`src/rtl/recal_pkg.sv`:
```
package recal_pkg;

    typedef enum logic [1:0] {
        RC_IDLE   = 2'd0,
        RC_STEP   = 2'd1,
        RC_SETTLE = 2'd2,
        RC_DONE   = 2'd3
    } rc_state_e;

    typedef struct packed {
        rc_state_e state;
        logic      pstep;
    } rc_regs_t;

endpackage

```
`src/rtl/index_edge.sv`:
```
module index_edge (
    input  logic clk,
    input  logic rst_n,
    input  logic level_i,
    output logic rise_o
);
    logic level_d;
    logic level_q;

    always_comb begin
        level_d = level_i;
        rise_o  = level_i & ~level_q;
    end

    always_ff @(posedge clk) begin
        if (!rst_n) begin
            level_q <= 1'b0;
        end else begin
            level_q <= level_d;
        end
    end
endmodule

```
`src/rtl/settle_timer.sv`:
```
module settle_timer #(
    parameter int unsigned SETTLE_CYCLES = 900000
) (
    input  logic clk,
    input  logic rst_n,
    input  logic run_i,
    output logic expired_o
);
    localparam int unsigned CNT_W = (SETTLE_CYCLES > 1) ? $clog2(SETTLE_CYCLES) : 1;
    localparam logic [CNT_W-1:0] LAST = CNT_W'(SETTLE_CYCLES - 1);

    logic [CNT_W-1:0] cnt_d;
    logic [CNT_W-1:0] cnt_q;

    always_comb begin
        expired_o = run_i && (cnt_q == LAST);
        if (!run_i || expired_o) begin
            cnt_d = '0;
        end else begin
            cnt_d = cnt_q + 1'b1;
        end
    end

    always_ff @(posedge clk) begin
        if (!rst_n) begin
            cnt_q <= '0;
        end else begin
            cnt_q <= cnt_d;
        end
    end
endmodule

```
`src/rtl/auto_recal_ctrl.sv`:
```
module auto_recal_ctrl #(
    parameter int unsigned SETTLE_CYCLES = 900000
) (
    input  logic clk,
    input  logic rst_n,
    input  logic ready_i,
    input  logic index_i,
    input  logic trk0_i,
    input  logic step_en_i,
    output logic pstep_o,
    output logic dir_o,
    output logic busy_o,
    output logic seek_done_o
);
    import recal_pkg::*;

    rc_regs_t r_d;
    rc_regs_t r_q;
    logic     index_rise;
    logic     settle_run;
    logic     settle_expired;

    index_edge u_index_edge (
        .clk     (clk),
        .rst_n   (rst_n),
        .level_i (index_i),
        .rise_o  (index_rise)
    );

    assign settle_run = (r_q.state == RC_SETTLE) && ready_i;

    settle_timer #(
        .SETTLE_CYCLES (SETTLE_CYCLES)
    ) u_settle_timer (
        .clk       (clk),
        .rst_n     (rst_n),
        .run_i     (settle_run),
        .expired_o (settle_expired)
    );

    always_comb begin
        r_d       = r_q;
        r_d.pstep = 1'b0;
        if (!ready_i) begin
            r_d.state = RC_IDLE;
        end else begin
            unique case (r_q.state)
                RC_IDLE: begin
                    r_d.state = trk0_i ? RC_DONE : RC_STEP;
                end
                RC_STEP: begin
                    if (trk0_i) begin
                        r_d.state = RC_SETTLE;
                    end else begin
                        r_d.pstep = index_rise & ~step_en_i;
                    end
                end
                RC_SETTLE: begin
                    if (settle_expired) begin
                        r_d.state = RC_DONE;
                    end
                end
                RC_DONE: begin
                    r_d.state = RC_DONE;
                end
                default: r_d.state = RC_IDLE;
            endcase
        end
    end

    always_ff @(posedge clk) begin
        if (!rst_n) begin
            r_q <= '{state: RC_IDLE, pstep: 1'b0};
        end else begin
            r_q <= r_d;
        end
    end

    assign pstep_o     = r_q.pstep;
    assign dir_o       = (r_q.state == RC_STEP);
    assign busy_o      = (r_q.state == RC_STEP) || (r_q.state == RC_SETTLE);
    assign seek_done_o = (r_q.state == RC_DONE);
endmodule

```
`config.mk`:
```
export PLATFORM = sky130hd
export DESIGN_NAME = auto_recal_ctrl
export DESIGN_NICKNAME = d
export VERILOG_FILES = /design/src/rtl/recal_pkg.sv /design/src/rtl/index_edge.sv /design/src/rtl/settle_timer.sv /design/src/rtl/auto_recal_ctrl.sv
export SDC_FILE = /design/constraint.sdc
export NUM_CORES = 1
export LEC_CHECK = 0
export ABC_AREA = 0
export BUFFER_PORTS_ARGS = -buffer_cell sky130_fd_sc_hd__buf_2
export CAP_MARGIN = 20
export CORE_ASPECT_RATIO = 0.5
export CORE_MARGIN = 1.5
export CORE_UTILIZATION = 40
export DETAILED_ROUTE_END_ITERATION = 8
export HOLD_SLACK_MARGIN = 0.05
export MAX_ROUTING_LAYER = met4
export SYNTH_ARGS = -nofsm -noshare
export SYNTH_HDL_FRONTEND = slang
export SYNTH_SLANG_ARGS = --single-unit
export TNS_END_PERCENT = 100
```
`constraint.sdc`:
```
create_clock -name clk -period 2 [get_ports clk]
set_input_delay 0.1 -clock clk [delete_from_list [all_inputs] [get_ports clk]]
set_output_delay 0.1 -clock clk [all_outputs]
set_load 0.01 [all_outputs]
```
==> impl_metrics.env, run 1 <==
export IMPL_synth_xor_area_share_pct=9.267
export IMPL_pre_cts_ws_ns=0.2186
export IMPL_syn2layout_area_growth_pct=12.12
export IMPL_drive_above_1_share_pct=14.48
export IMPL_dr_total_vias=971
export IMPL_clock_fmax_mhz=555.4
export IMPL_postPlaceCellArea_um2=1313
export IMPL_status="finished clean"
export IMPL_slowest_stage="or3_1"
export IMPL_wirelength_mm=2.302
export IMPL_design_area_um2=1378
export IMPL_synthMuxAreaShare_pct=1.629
export IMPL_setup_viol=0
export IMPL_synth_top_area_share_pct=39.10
export IMPL_drtIter0Drc=52
export IMPL_fin_worst_skew_ns=0.001247
export IMPL_die_w_um=81.38
export IMPL_power_frac_seq_pct=56.7
export IMPL_synth_nets=145
export IMPL_synth_simple_area_share_pct=31.26
export IMPL_synth_edff_count=0
export IMPL_rsz0062_at_grt="no"
export IMPL_power_frac_comb_pct=5.1
export IMPL_met1_length_mm=1.304
export IMPL_tightest_slew_ns=0.4568
export IMPL_root_buffer="clkbuf_8"
export IMPL_syn_area_um2=1229
export IMPL_ys_seq_area_share_pct=39.10
export IMPL_grt_ovfl_total=0
export IMPL_h_tree_depth=1
export IMPL_hold_class="in2reg"
export IMPL_synth_adder_area_share_pct=6.110
export IMPL_fin_crit_sh_pct=90.03
export IMPL_crit_path_cell_trace="ha_1, nand3_1, or3_1, o21bai_4, nor2_1"
export IMPL_n_fill_cell=272
export IMPL_crit_fanout=18
export IMPL_ir_drop_uv=279.2
export IMPL_antenna_found_initial=0
export IMPL_multiInputGateArea_um2=706.9
export IMPL_viasPerCell=5.335
export IMPL_coreArea_um2=2749
export IMPL_finalNetCount=158
export IMPL_grt_max_degree=19
export IMPL_fin_crit_ns=1.801
export IMPL_cts_buffers=3
export IMPL_yosysWarnings=0
export IMPL_synth_most_common_cell="dfxtp_1"
export IMPL_synth_compound_area_share_pct=9.267
export IMPL_die_h_um=42.19
export IMPL_tns_ns=0
export IMPL_antenna_left=0
export IMPL_yosysUniqueCellTypes=34
export IMPL_highest_layer="met4"
export IMPL_first_global_vias=873
export IMPL_pwr_share_clk_pct=38.2
export IMPL_synthCells=133
export IMPL_cellLeakagePower_nw=0.4872
export IMPL_num_antenna_cells=0
export IMPL_power_density_nw_per_um2=624.4
export IMPL_cts_sinks=24
export IMPL_cp_data_arrival_time_ns=1.94
export IMPL_netSwitchingFraction_pct=21.18
export IMPL_max_slew_margin_pct=69.47
export IMPL_cpLargestDelayFamily="simple AND/OR/NAND/NOR gates"
export IMPL_clk_insertion_delay_late_ns=0.26
export IMPL_clk_pin_slew_worst_paths_ns=0.08
export IMPL_start_kind="flop"
export IMPL_postCtsSetupRepairBufs=0
export IMPL_io_buffers=9
export IMPL_synth_area_per_cell_um2=9.238
export IMPL_synth_area_leader_cell="dfxtp_1"
export IMPL_ys_seq_elements=24
export IMPL_crit_type="reg2reg"
export IMPL_crit_buf_inv=0
export IMPL_remaining_drc_errors=0
export IMPL_ys_flop_type="dfxtp_1"
export IMPL_endpoint_kind="flop"
export IMPL_clk_path_buf_depth=2
export IMPL_drv_slew=0
export IMPL_dp_hpwl_mm=1.720
export IMPL_grt_pass1_wl_mm=3.939
export IMPL_seqCellArea_um2=480.5
export IMPL_setup_ws_ns=0.1994
export IMPL_ys_top_cells_by_area="dfxtp_1, ha_1, xor2_1, nor2_1, nand3_1"
export IMPL_p_sw_mw=0.1822
export IMPL_drtPass1Iterations=4
export IMPL_intPower_mw=0.6779
export IMPL_met2WireLength_um=885
export IMPL_cap_violations=0
export IMPL_gr_usage_all_layers_pct=15.20
export IMPL_wl_met3_um=99
export IMPL_slowest_delay_ns=0.44
export IMPL_gp_congestion=0.7485
export IMPL_dieArea_um2=3433
export IMPL_boundaryPins=10
export IMPL_hold_viol=0
export IMPL_rows=13
export IMPL_synth_top_family_by_area="simple AND/OR/NAND/NOR gates"
export IMPL_cts_tree="built"
export IMPL_wl_per_cell_um=12.65
export IMPL_yosys_top_cells_count="dfxtp_1, nor2_1, nand3_1"
export IMPL_critPathRequiredTime_ns=2.14
export IMPL_async_reset_ff_share_pct=0
export IMPL_floorplan_initialDensity_pct=44.70
## per-layer routing
metal / track usage, % / vias to the layer above
met3: 4.565 / 2
met2: 22.15 / 15
met4: 3.103 / 0
met1: 20.71 / 453
met5: - / -
li1: - / 501
## flip-flops by register name, summed over array words and instances (netlist names)
signal                count
pstep_o                   1
u_settle_timer.cnt_q     20
r_q                       2
u_index_edge.level_q      1
## logic make-up after synthesis
kind of cell	after synthesis
xor gates and xnor gates	13
muxes	2
and+or+nand+nor	64
DFF	24
adders and majority gates	6
AOI/OAI and AO/OA	15
buffers and inverters	9
## what timing repair did
action | in CTS | in global routing
resized for setup | 0 | 0
hold endpoints to repair | 1 | 0
endpoints found under the setup margin | 0 | 0
hold buffers | 1 | 0
## final timing paths
kind                            from                      end  slack [ns]  cells past startpoint
max          u_settle_timer.cnt_q[0]  u_settle_timer.cnt_q[6]        0.20                      5
min reg2reg  u_settle_timer.cnt_q[0]  u_settle_timer.cnt_q[0]        0.47                      1
max reg2reg  u_settle_timer.cnt_q[0]  u_settle_timer.cnt_q[6]        0.20                      5
min                        step_en_i                  pstep_o        0.07                      4
## layout by cell type (no fill, tap or decap), drive strengths merged
master       count
xnor2            5
nand2b           1
nand3            9
ha               6
or2              1
nor4bb           2
o21bai           1
inv              5
nor3             2
dfxtp           24
nor4             2
a211oi           3
mux2i            2
or4              3
nor2            18
o31ai            3
and4             4
dlygate4sd3      1
and2             2
nor4b            1
buf             11
nand4            6
xor2             8
a21oi            6
and3             3
clkbuf           4
nand4b           1
nand2            8
or3              1
a21o             1
a311oi           1
## stage by stage
stage | std cells | hold slack (ns) | power, mW | utilization, %
2_1_floorplan | 133 | 0.2183 | 0.5260 | -
3_3_place_gp | 177 | 0.3280 | 0.5415 | 47.75
3_5_place_dp | 177 | 0.3238 | 0.5414 | 47.75
4_1_cts | 182 | 0.07020 | 0.8693 | 50.11
5_1_grt | 182 | 0.07276 | 0.8942 | 50.11
6_report | 182 | 0.06836 | 0.8601 | 50.11
## worst min-delay path, stage by stage
cell and delay (ns):
buf_2 0.07, nor2_1 0.03, nand2_1 0.05, nor3_1 0.04
## final cells by class
cell class,instances,share of cell area [%]
sequential,24,34.88
multi-input combinational,100,51.32
timing repair buffer,12,5.086
inverter,5,1.362
clock buffer,4,3.996
tap,37,3.361
## power groups by stage
stage / logic [mW] / registers (mW) / clock network, mW
2_1_floorplan: 0.0289 / 0.497 / 0
3_3_place_gp: 0.0432 / 0.498 / 0
3_5_place_dp: 0.0428 / 0.499 / 0
4_1_cts: 0.0446 / 0.487 / 0.337
5_1_grt: 0.0505 / 0.488 / 0.356
6_report: 0.0439 / 0.487 / 0.329
(Power assumes the default switching activity.)
==> run 2: changes to the inputs <==
Settings changed: SYNTH_HIERARCHICAL set to 1.
==> impl_metrics.env, run 2 <==
export IMPL_cp_data_arrival_time_ns=2.17
export IMPL_clock_fmax_mhz=511.5
export IMPL_viasPerCell=4.909
export IMPL_antenna_left=0
export IMPL_pre_cts_ws_ns=0.06168
export IMPL_gr_usage_all_layers_pct=16.63
export IMPL_reg_largest_list="u_settle_timer/cnt_q x20, r_q x2"
export IMPL_yosysUniqueCellTypes=31
export IMPL_first_global_vias=914
export IMPL_ys_flop_type="dfxtp_1"
export IMPL_synth_xor_area_share_pct=10.11
export IMPL_io_buffers=9
export IMPL_drtIter0Drc=27
export IMPL_final_common_cell="dfxtp_1"
export IMPL_synth_top_family_by_area="simple AND/OR/NAND/NOR gates"
export IMPL_status="finished clean"
export IMPL_clk_pin_slew_worst_paths_ns=0.09
export IMPL_power_frac_seq_pct=55.6
export IMPL_fin_util_pct=53.85
export IMPL_tightest_slew_ns=0.3766
export IMPL_pwr_share_clk_pct=38.7
export IMPL_crit_fanout=4
export IMPL_synth_edff_count=0
export IMPL_hold_slack_ns=0.08643
export IMPL_max_slew_margin_pct=74.66
export IMPL_cp_common_cell="or3_1"
export IMPL_critPathRequiredTime_ns=2.21
export IMPL_grt_ovfl_total=0
export IMPL_p_sw_mw=0.1909
export IMPL_endpoint_kind="flop"
export IMPL_hold_viol=0
export IMPL_fin_crit_sh_pct=97.74
export IMPL_worst_path_stages=6
export IMPL_grt_pass1_wl_mm=4.140
export IMPL_postCtsSetupRepairBufs=0
export IMPL_synth_area_leader_cell="dfxtp_1"
export IMPL_intPower_mw=0.6841
export IMPL_fin_crit_ns=1.955
export IMPL_synth_area_per_cell_um2=9.048
export IMPL_boundaryPins=10
export IMPL_hold_class="in2reg"
export IMPL_ir_drop_uv=242.5
export IMPL_power_frac_comb_pct=5.7
export IMPL_synth_top_area_share_pct=39.63
export IMPL_rsz0062_at_grt="yes"
export IMPL_gp_congestion=0.7851
export IMPL_clk_insertion_delay_late_ns=0.27
export IMPL_top_register="u_settle_timer/cnt_q"
export IMPL_finalNetCount=174
export IMPL_grt_max_degree=14
export IMPL_synth_compound_area_share_pct=8.359
export IMPL_synth_adder_area_share_pct=6.192
export IMPL_remaining_drc_errors=0
export IMPL_synth_most_common_cell="dfxtp_1"
export IMPL_die_w_um=80.86
export IMPL_largest_reg_flops=20
export IMPL_antenna_found_initial=0
export IMPL_power_density_nw_per_um2=594.7
export IMPL_slowest_stage="or4_4"
export IMPL_cpLargestDelayFamily="simple AND/OR/NAND/NOR gates"
export IMPL_clk_path_buf_depth=2
export IMPL_yosys_top_cells_count="dfxtp_1, nor2_1, xnor2_1"
export IMPL_cap_violations=0
export IMPL_drv_slew=0
export IMPL_drtPass1Iterations=4
export IMPL_async_reset_ff_share_pct=0
export IMPL_ys_top_cells_by_area="dfxtp_1, xnor2_1, ha_1, nor2_1, nor4_1"
export IMPL_holdPathStages=2
export IMPL_fin_worst_skew_ns=0.007165
export IMPL_netSwitchingFraction_pct=21.81
export IMPL_crit_buf_inv=0
export IMPL_h_tree_depth=1
export IMPL_coreArea_um2=2733
export IMPL_setup_ws_ns=0.04512
export IMPL_cellLeakagePower_nw=0.5168
export IMPL_floorplan_initialDensity_pct=44.37
export IMPL_num_antenna_cells=0
export IMPL_total_power_mw=0.8750
export IMPL_ys_seq_elements=24
export IMPL_slowest_delay_ns=0.42
export IMPL_yosysWarnings=6
export IMPL_synth_simple_area_share_pct=30.75
export IMPL_cts_buffers=3
export IMPL_syn_area_um2=1212
export IMPL_cts_sinks=24
export IMPL_die_h_um=41.93
export IMPL_synthCells=134
export IMPL_wl_per_cell_um=12.35
export IMPL_drive_above_1_share_pct=22.98
export IMPL_rows=13
export IMPL_dp_hpwl_mm=1.767
export IMPL_worstRegToRegCells=6
export IMPL_dieArea_um2=3390
export IMPL_layout_common_cells="dfxtp_1, nor2_1, buf_4"
export IMPL_wirelength_mm=2.446
export IMPL_dr_total_vias=972
export IMPL_synthMuxAreaShare_pct=0
export IMPL_setup_viol=0
export IMPL_root_buffer="clkbuf_8"
export IMPL_ys_seq_area_share_pct=39.63
export IMPL_start_kind="flop"
export IMPL_syn2layout_area_growth_pct=21.36
export IMPL_synth_nets=146
export IMPL_crit_path_cell_trace="or3_1, or4_4, nor4_2, nor2b_1, or3_1, a21oi_1"
export IMPL_cts_tree="built"
export IMPL_crit_type="reg2reg"
## run 2: cell types whose count changed in the layout (fill, tap and decap cells not counted), moves of 3 or more
cell | previous run | this run
xnor2_1 | 5 | 12
nor4_1 | 2 | 5
o21ai_0 | 0 | 4
a211oi_1 | 3 | 0
buf_4 | 2 | 15
and4_1 | 4 | 0
inv_1 | 5 | 9
xor2_1 | 8 | 2
or3_1 | 1 | 5
## run 2: area by class of cell
type                            instances  area [um^2]
Inverter                                9        33.78
Tap cell                               37        46.29
Multi-Input combinational cell         98        678.2
Timing Repair Buffer                   26        177.7
Sequential cell                        24        480.5
Clock buffer                            4        55.05
Fill cell                             266         1261
## run 2: worst paths after layout
path         slack (ns)                       end                      from
max                0.05                    r_q[1]  u_settle_timer/cnt_q[10]
min                0.09      u_index_edge/level_q                     rst_n
max reg2reg        0.05                    r_q[1]  u_settle_timer/cnt_q[10]
min reg2reg        0.50  u_settle_timer/cnt_q[19]  u_settle_timer/cnt_q[19]
## run 2: kinds of logic (layout without fill, tap and decap cells)
kind of cell    Yosys count  in the layout
xor+xnor                 14             14
simple gates             64             64
fa+ha+maj                 6              6
buf+inv                  12             39
flops                    24             24
compound gates           14             14
## run 2: layer usage
layer  wire (um)  share of wire [%]  global-route usage [%]  vias to the layer above
met3         125                5.1                   5.934                        4
met2        1032                 42                   24.33                       20
met1        1259                 51                   21.39                      436
met4          28                1.1                   5.172                        0
li1            -                  -                       -                      512
met5           0                  0                       -                        -
## run 2: per-stage QoR
stage | std cells | setup TNS [ns] | instance area [um^2]
2_1_floorplan | 134 | 0 | 1212
3_3_place_gp | 192 | 0 | 1390
3_5_place_dp | 192 | 0 | 1390
4_1_cts | 198 | 0 | 1465
5_1_grt | 198 | -0.004005 | 1471
6_report | 198 | 0 | 1471
## run 2: what timing repair did
item	CTS	global route
hold endpoints to repair	2	0
setup endpoints to repair	0	2
gates resized for setup	0	1
hold buffers	2	0
## run 2: power groups by stage
stage	Combinational [mW]	Sequential (mW)	Clock, mW
global placement	0.0458	0.498	0
CTS	0.0492	0.486	0.347
detailed placement	0.0455	0.498	0
global route	0.0560	0.487	0.366
floorplan	0.0314	0.497	0
finish	0.0496	0.486	0.339
